==> config.mk <==
export PLATFORM = sky130hd
export DESIGN_NAME = sensor_req_sched
export DESIGN_NICKNAME = d
export VERILOG_FILES = /design/src/rtl/sreq_pkg.sv /design/src/rtl/sreq_rate_decode.sv /design/src/rtl/sreq_trig_sync.sv /design/src/rtl/sreq_period_timer.sv /design/src/rtl/sensor_req_sched.sv
export SDC_FILE = /design/constraint.sdc
export NUM_CORES = 1
export LEC_CHECK = 0
export BUFFER_PORTS_ARGS = -buffer_cell sky130_fd_sc_hd__buf_4
export CELL_PAD_IN_SITES_DETAIL_PLACEMENT = 0
export CELL_PAD_IN_SITES_GLOBAL_PLACEMENT = 1
export CORE_MARGIN = 4
export CORE_UTILIZATION = 40
export CTS_CLUSTER_DIAMETER = 60
export CTS_CLUSTER_SIZE = 12
export DETAILED_ROUTE_END_ITERATION = 7
export GPL_TIMING_DRIVEN = 0
export PLACE_DENSITY_LB_ADDON = 0.1
export SLEW_MARGIN = 20
export SYNTH_ARGS = -nofsm -noshare
export SYNTH_HDL_FRONTEND = slang
export SYNTH_HIERARCHICAL = 1
export SYNTH_SLANG_ARGS = --single-unit
==> constraint.sdc <==
create_clock -name clk -period 8.25 [get_ports clk]
set_input_delay 0.825 -clock clk [delete_from_list [all_inputs] [get_ports clk]]
set_output_delay 0.825 -clock clk [all_outputs]
set_load 0.01 [all_outputs]
==> src/rtl/sreq_pkg.sv <==
package sreq_pkg;

  typedef enum logic [1:0] {
    SM_FAST   = 2'd0,
    SM_SLOW   = 2'd1,
    SM_B2B    = 2'd2,
    SM_TRIG   = 2'd3
  } sreq_mode_e;

  // Classify a rate code: top half is slow-base periodic; bottom half is
  // fast periodic below the back-to-back code, trigger-only above it.
  function automatic sreq_mode_e code_mode(input logic [7:0] code,
                                           input logic [7:0] b2b_code);
    if (code[7])
      return SM_SLOW;
    else if (code == b2b_code)
      return SM_B2B;
    else if (code > b2b_code)
      return SM_TRIG;
    else
      return SM_FAST;
  endfunction

  // Period in clocks: base times (low seven bits + 1).
  function automatic int unsigned code_period(input logic [7:0] code,
                                              input int unsigned fast_base,
                                              input int unsigned slow_base);
    int unsigned steps;
    steps = int'(code[6:0]) + 1;
    return (code[7] ? slow_base : fast_base) * steps;
  endfunction

endpackage

==> src/rtl/sreq_rate_decode.sv <==
module sreq_rate_decode
  import sreq_pkg::*;
#(
  parameter int          CODE_W    = 8,
  parameter int unsigned FAST_BASE = 20,
  parameter int unsigned SLOW_BASE = 625,
  parameter logic [7:0]  B2B_CODE  = 8'h7C,
  parameter int          CNT_W     = 17
) (
  input  logic [CODE_W-1:0] code,
  output sreq_mode_e        mode,
  output logic [CNT_W-1:0]  period
);

  logic [7:0]  code8;
  int unsigned period_full;

  generate
    if (CODE_W >= 8) begin : g_trunc
      assign code8 = code[7:0];
    end else begin : g_pad
      assign code8 = {code[CODE_W-1], {(8-CODE_W){1'b0}}, code[CODE_W-2:0]};
    end
  endgenerate

  always_comb begin
    mode        = code_mode(code8, B2B_CODE);
    period_full = code_period(code8, FAST_BASE, SLOW_BASE);
    period      = period_full[CNT_W-1:0];
  end

endmodule

==> src/rtl/sreq_trig_sync.sv <==
module sreq_trig_sync #(
  parameter int STAGES = 2
) (
  input  logic clk,
  input  logic rst_n,
  input  logic async_in,
  output logic rise
);

  logic [STAGES-1:0] chain;
  logic              last_q;

  generate
    for (genvar i = 0; i < STAGES; i++) begin : g_stage
      if (i == 0) begin : g_first
        always_ff @(posedge clk) begin
          if (!rst_n) chain[0] <= 1'b0;
          else        chain[0] <= async_in;
        end
      end else begin : g_next
        always_ff @(posedge clk) begin
          if (!rst_n) chain[i] <= 1'b0;
          else        chain[i] <= chain[i-1];
        end
      end
    end
  endgenerate

  always_ff @(posedge clk) begin
    if (!rst_n) last_q <= 1'b0;
    else        last_q <= chain[STAGES-1];
  end

  assign rise = chain[STAGES-1] & ~last_q;

endmodule

==> src/rtl/sreq_period_timer.sv <==
module sreq_period_timer #(
  parameter int CNT_W = 17
) (
  input  logic             clk,
  input  logic             rst_n,
  input  logic             run,
  input  logic             restart,
  input  logic [CNT_W-1:0] period,
  output logic             expire
);

  logic [CNT_W-1:0] cnt_q;
  logic [CNT_W-1:0] last_cnt;

  assign last_cnt = period - CNT_W'(1);
  assign expire   = run && !restart && (cnt_q == last_cnt);

  always_ff @(posedge clk) begin
    if (!rst_n)
      cnt_q <= '0;
    else if (!run || restart || expire)
      cnt_q <= '0;
    else
      cnt_q <= cnt_q + CNT_W'(1);
  end

endmodule

==> src/rtl/sensor_req_sched.sv <==
module sensor_req_sched
  import sreq_pkg::*;
#(
  parameter int          CODE_W      = 8,
  parameter int unsigned FAST_BASE   = 20,
  parameter int unsigned SLOW_BASE   = 625,
  parameter logic [7:0]  B2B_CODE    = 8'h7C,
  parameter int          SYNC_STAGES = 2
) (
  input  logic              clk,
  input  logic              rst_n,
  input  logic [CODE_W-1:0] rate_code,
  input  logic              auto_en,
  input  logic              ext_trig,
  input  logic              inst_start,
  input  logic              cyc_busy,
  input  logic              cyc_done,
  output logic              start_pulse,
  output logic              overrun
);

  localparam int unsigned MAX_PERIOD = SLOW_BASE * (2 ** (CODE_W - 1));
  localparam int          CNT_W      = $clog2(MAX_PERIOD + 1);

  sreq_mode_e       mode;
  logic [CNT_W-1:0] period;
  logic [CODE_W-1:0] code_q;
  logic             code_chg;
  logic             periodic_on;
  logic             b2b_on, b2b_on_q, b2b_kick, b2b_req;
  logic             trig_open, trig_any, trig_req;
  logic             ext_rise;
  logic             tmr_expire, per_req, ovr_set;
  logic             start_req, start_q, overrun_q;

  sreq_rate_decode #(
    .CODE_W(CODE_W), .FAST_BASE(FAST_BASE), .SLOW_BASE(SLOW_BASE),
    .B2B_CODE(B2B_CODE), .CNT_W(CNT_W)
  ) u_decode (
    .code(rate_code), .mode(mode), .period(period)
  );

  sreq_trig_sync #(.STAGES(SYNC_STAGES)) u_sync (
    .clk(clk), .rst_n(rst_n), .async_in(ext_trig), .rise(ext_rise)
  );

  always_ff @(posedge clk) begin
    if (!rst_n) code_q <= '0;
    else        code_q <= rate_code;
  end
  assign code_chg = (rate_code != code_q);

  assign periodic_on = auto_en && (mode == SM_FAST || mode == SM_SLOW);

  sreq_period_timer #(.CNT_W(CNT_W)) u_timer (
    .clk(clk), .rst_n(rst_n), .run(periodic_on), .restart(code_chg),
    .period(period), .expire(tmr_expire)
  );

  assign per_req = tmr_expire && !cyc_busy;
  assign ovr_set = tmr_expire && cyc_busy;

  // Back-to-back: restart on completion, plus one kick on entry when idle.
  assign b2b_on = auto_en && (mode == SM_B2B);
  always_ff @(posedge clk) begin
    if (!rst_n) b2b_on_q <= 1'b0;
    else        b2b_on_q <= b2b_on;
  end
  assign b2b_kick = b2b_on && !b2b_on_q && !cyc_busy;
  assign b2b_req  = b2b_on && (cyc_done || b2b_kick);

  // Triggers count when automatic mode is off or trigger-only is selected.
  assign trig_open = !auto_en || (mode == SM_TRIG);
  assign trig_any  = ext_rise || inst_start;
  assign trig_req  = trig_open && trig_any && !cyc_busy;

  assign start_req = (per_req || b2b_req || trig_req) && !start_q;

  always_ff @(posedge clk) begin
    if (!rst_n) begin
      start_q   <= 1'b0;
      overrun_q <= 1'b0;
    end else begin
      start_q   <= start_req;
      overrun_q <= overrun_q || ovr_set;
    end
  end

  assign start_pulse = start_q;
  assign overrun     = overrun_q;

endmodule

==> impl_metrics.env <==
export IMPL_num_vias=3018
export IMPL_tns_ns=0
export IMPL_reg2reg_depth=9
export IMPL_setup_worst_path_end_class="flip-flop"
export IMPL_leakage_nw=1.84
export IMPL_hold_ws_ns=0.429
export IMPL_cts_max_level=2
export IMPL_place_gp_congestion=0.823
export IMPL_port_buffers=16
export IMPL_rrSetupSlack_ns=5.62
export IMPL_area_delta_synth_final_pct=10.1
export IMPL_dieHeight_um=103
export IMPL_final_cell_mix="45 x ha_1, 42 x nand2_1, 41 x inv_1, 31 x a21oi_1, 31 x dfxtp_1"
export IMPL_floorplan_initialDensity_pct=41.4
export IMPL_worstHoldStart="u_sync/chain[0]"
export IMPL_n_antenna_cell=0
export IMPL_post_synth_top_area_cell="dfxtp_1"
export IMPL_synth_flop_cell="dfxtp_1"
export IMPL_cts_tree="built"
export IMPL_crit_arrival_ns=7.22
export IMPL_post_layout_total_power_mw=0.880
export IMPL_fin_worst_skew_ns=0.00795
export IMPL_synth_seq_area_share_pct=17.1
export IMPL_clock_latency_ns=0.29
export IMPL_post_route_drc_count=0
export IMPL_cts_setup_buffers=0
export IMPL_dpl_cell_area_mm2=0.00389
export IMPL_synth_edf_count=0
export IMPL_ctsLongestPathBuffers=2
export IMPL_synth_distinct_cells=62
export IMPL_globalRouteTotalUtil_pct=16.6
export IMPL_rsz0062_at_grt="no"
export IMPL_ant_nets=0
export IMPL_hold_class="flip-flop to flip-flop"
export IMPL_ctsResizeCount=0
export IMPL_grt_pass1_vias=2918
export IMPL_placeableCoreArea_mm2=0.00876
export IMPL_ys_warn_count=6
export IMPL_min_period_ns=7.00
export IMPL_clock_sinks=31
export IMPL_synth_top_cell_area_share_pct=17.1
export IMPL_ir_drop_uv=81.7
export IMPL_synthesis_area_mm2=0.00363
export IMPL_drt_iter0_markers=87
export IMPL_design_area_mm2=0.00400
export IMPL_path_clk_slew_ns=0.07
export IMPL_drive_gt1_share_pct=9.54
export IMPL_crit_type="primary input to flip-flop"
export IMPL_viasPerCell=5.30
export IMPL_die_w_um=103
export IMPL_cp_max_fo=8
export IMPL_io_pins=17
export IMPL_cts_buffers=5
export IMPL_hold_buffers=0
export IMPL_cellPowerDensity_mw_per_mm2=220
export IMPL_slew_headroom_pct=46.2
export IMPL_first_pass_iters=6
export IMPL_async_flop_share_pct=0
export IMPL_setup_violations_final=0
export IMPL_rr_endpoint="start_pulse"
export IMPL_required_ns=8.46
export IMPL_worst_slew_pin_transition_ns=0.799
export IMPL_holdPathEnd="u_sync/chain[1]"
export IMPL_max_clock_freq_ghz=0.143
export IMPL_synth_area_leaders="dfxtp_1 17%, ha_1 16%, fa_1 9.9%"
export IMPL_hold_path_cell_count=1
export IMPL_synthCells=436
export IMPL_status="complete, no violations"
export IMPL_fill_cells=876
export IMPL_antenna_found_initial=0
export IMPL_synth_seq_cells=31
export IMPL_mostFrequentLayoutCell="ha_1"
export IMPL_dpl_hpwl_mm=6.68
export IMPL_grt_overflow=0
export IMPL_hold_violations=0
export IMPL_maxSlewViolCount=0
export IMPL_cts_root_buffer="clkbuf_8"
export IMPL_worstSetupStartpointType="primary input"
export IMPL_rows=34
export IMPL_routed_wl_mm=8.06
export IMPL_routedWlPerCell_um=14.2
export IMPL_drv_cap=0
export IMPL_die_area_mm2=0.0107
export IMPL_layout_nets=539
export IMPL_grt_pass1_wl_mm=14.1
export IMPL_grt_max_degree=11
export IMPL_r2r_start="u_timer/cnt_q[2]"
export IMPL_fin_crit_sh_pct=84.9
export IMPL_syn_area_per_cell_um2=8.33
## through the flow
step | std cells | setup slack (ns) | utilization [%]
final | 569 | 1.25 | 45.6
after global routing | 569 | 0.682 | 45.6
after CTS | 569 | 1.18 | 45.6
after detailed placement | 562 | 0.890 | 44.4
after global placement | 562 | 0.848 | 44.4
after floorplan | 438 | 1.70 | -
## worst max-delay path, stage by stage
cell and delay [ns]:
buf_4 0.15, ha_1 0.24, xor2_1 0.19, and2_1 0.27
fa_1 0.56, inv_1 0.05, fa_1 0.47, inv_1 0.05
fa_1 0.51, fa_1 0.49, ha_1 0.35, o21ai_0 0.12
o21ai_0 0.24, a31oi_1 0.17, o21ai_0 0.21, xor2_1 0.17
or3_1 0.38, nor4_4 0.26, a31oi_1 0.15, nand4bb_1 0.26
or4_1 0.59, nor3_2 0.23, o311ai_1 0.15, o22ai_1 0.15
## synthesized netlist by cell type (all sizes together), types with 2 or more instances
cell	n
inv	41
dfxtp	31
nor2b	7
a2111oi	2
nor2	30
and2	15
o211ai	3
a21oi	32
o21a	3
ha	45
nand4	9
buf	4
or4	3
fa	18
nand3b	2
nor4	11
a22oi	2
xor2	26
a31oi	5
xnor2	28
o21ai	14
or2	3
clkbuf	6
a211oi	5
conb	2
and3	2
a21o	3
and4	2
nand3	8
nor3	7
or3	7
nand2	42
o22ai	2
## final cells by class
cell class	instances	area (um^2)	share of cell area (%)
Clock inverter	1	30.0	0.751
Sequential cell	31	621	15.5
Tap cell	108	135	3.38
Clock buffer	6	72.6	1.82
Multi-Input combinational cell	356	2820	70.4
Inverter	41	154	3.85
Timing Repair Buffer	16	120	3.00
Buffer	10	50.0	1.25
## worst max-delay path by stage
stage	startpoint	end	slack, ns	cells after the start
after floorplan	rate_code[0]	start_pulse	1.70	23
after detailed placement	rate_code[0]	start_pulse	0.89	24
after global placement	rate_code[0]	start_pulse	0.85	24
final	rate_code[0]	start_pulse	1.25	24
after CTS	rate_code[0]	start_pulse	1.18	24
after global routing	rate_code[0]	start_pulse	0.68	24
## sequential cells by signal, indices dropped and copies added, names as in the netlist
register,cells
u_sync/chain,2
overrun,1
u_timer/cnt_q,17
b2b_on_q,1
code_q,8
start_pulse,1
u_sync/last_q,1
## report_power, final
group / switching [mW] / leakage, nW / internal (mW)
Combinational: 0.362 / 1.54 / 0.218
Sequential: 0.00114 / 0.252 / 0.152
Clock: 0.0581 / 0.0513 / 0.0885
## kinds of logic (layout without fill, tap and decap cells)
| kind of cell | after synthesis | after routing | share of synthesized area, % |
|---|---|---|---|
| other | 2 | 4 | 0.207 |
| buffers and inverters | 51 | 74 | 5.61 |
| and+or+nand+nor | 154 | 154 | 24.1 |
| AOI/OAI and AO/OA | 79 | 79 | 14.0 |
| xor gates and xnor gates | 54 | 54 | 13.0 |
| muxes | 2 | 2 | 0.586 |
| DFF | 31 | 31 | 17.1 |
| adders and majority gates | 63 | 63 | 25.4 |
## metal layers
| layer | GRT usage, % | up-vias | routed length, um |
|---|---|---|---|
| li1 | - | 1556 | - |
| met4 | 3.69 | 0 | 58 |
| met1 | 24.6 | 1407 | 4170 |
| met5 | 0 | - | 0 |
| met2 | 25.6 | 51 | 3520 |
| met3 | 2.35 | 4 | 314 |
(Power assumes the default switching activity.)
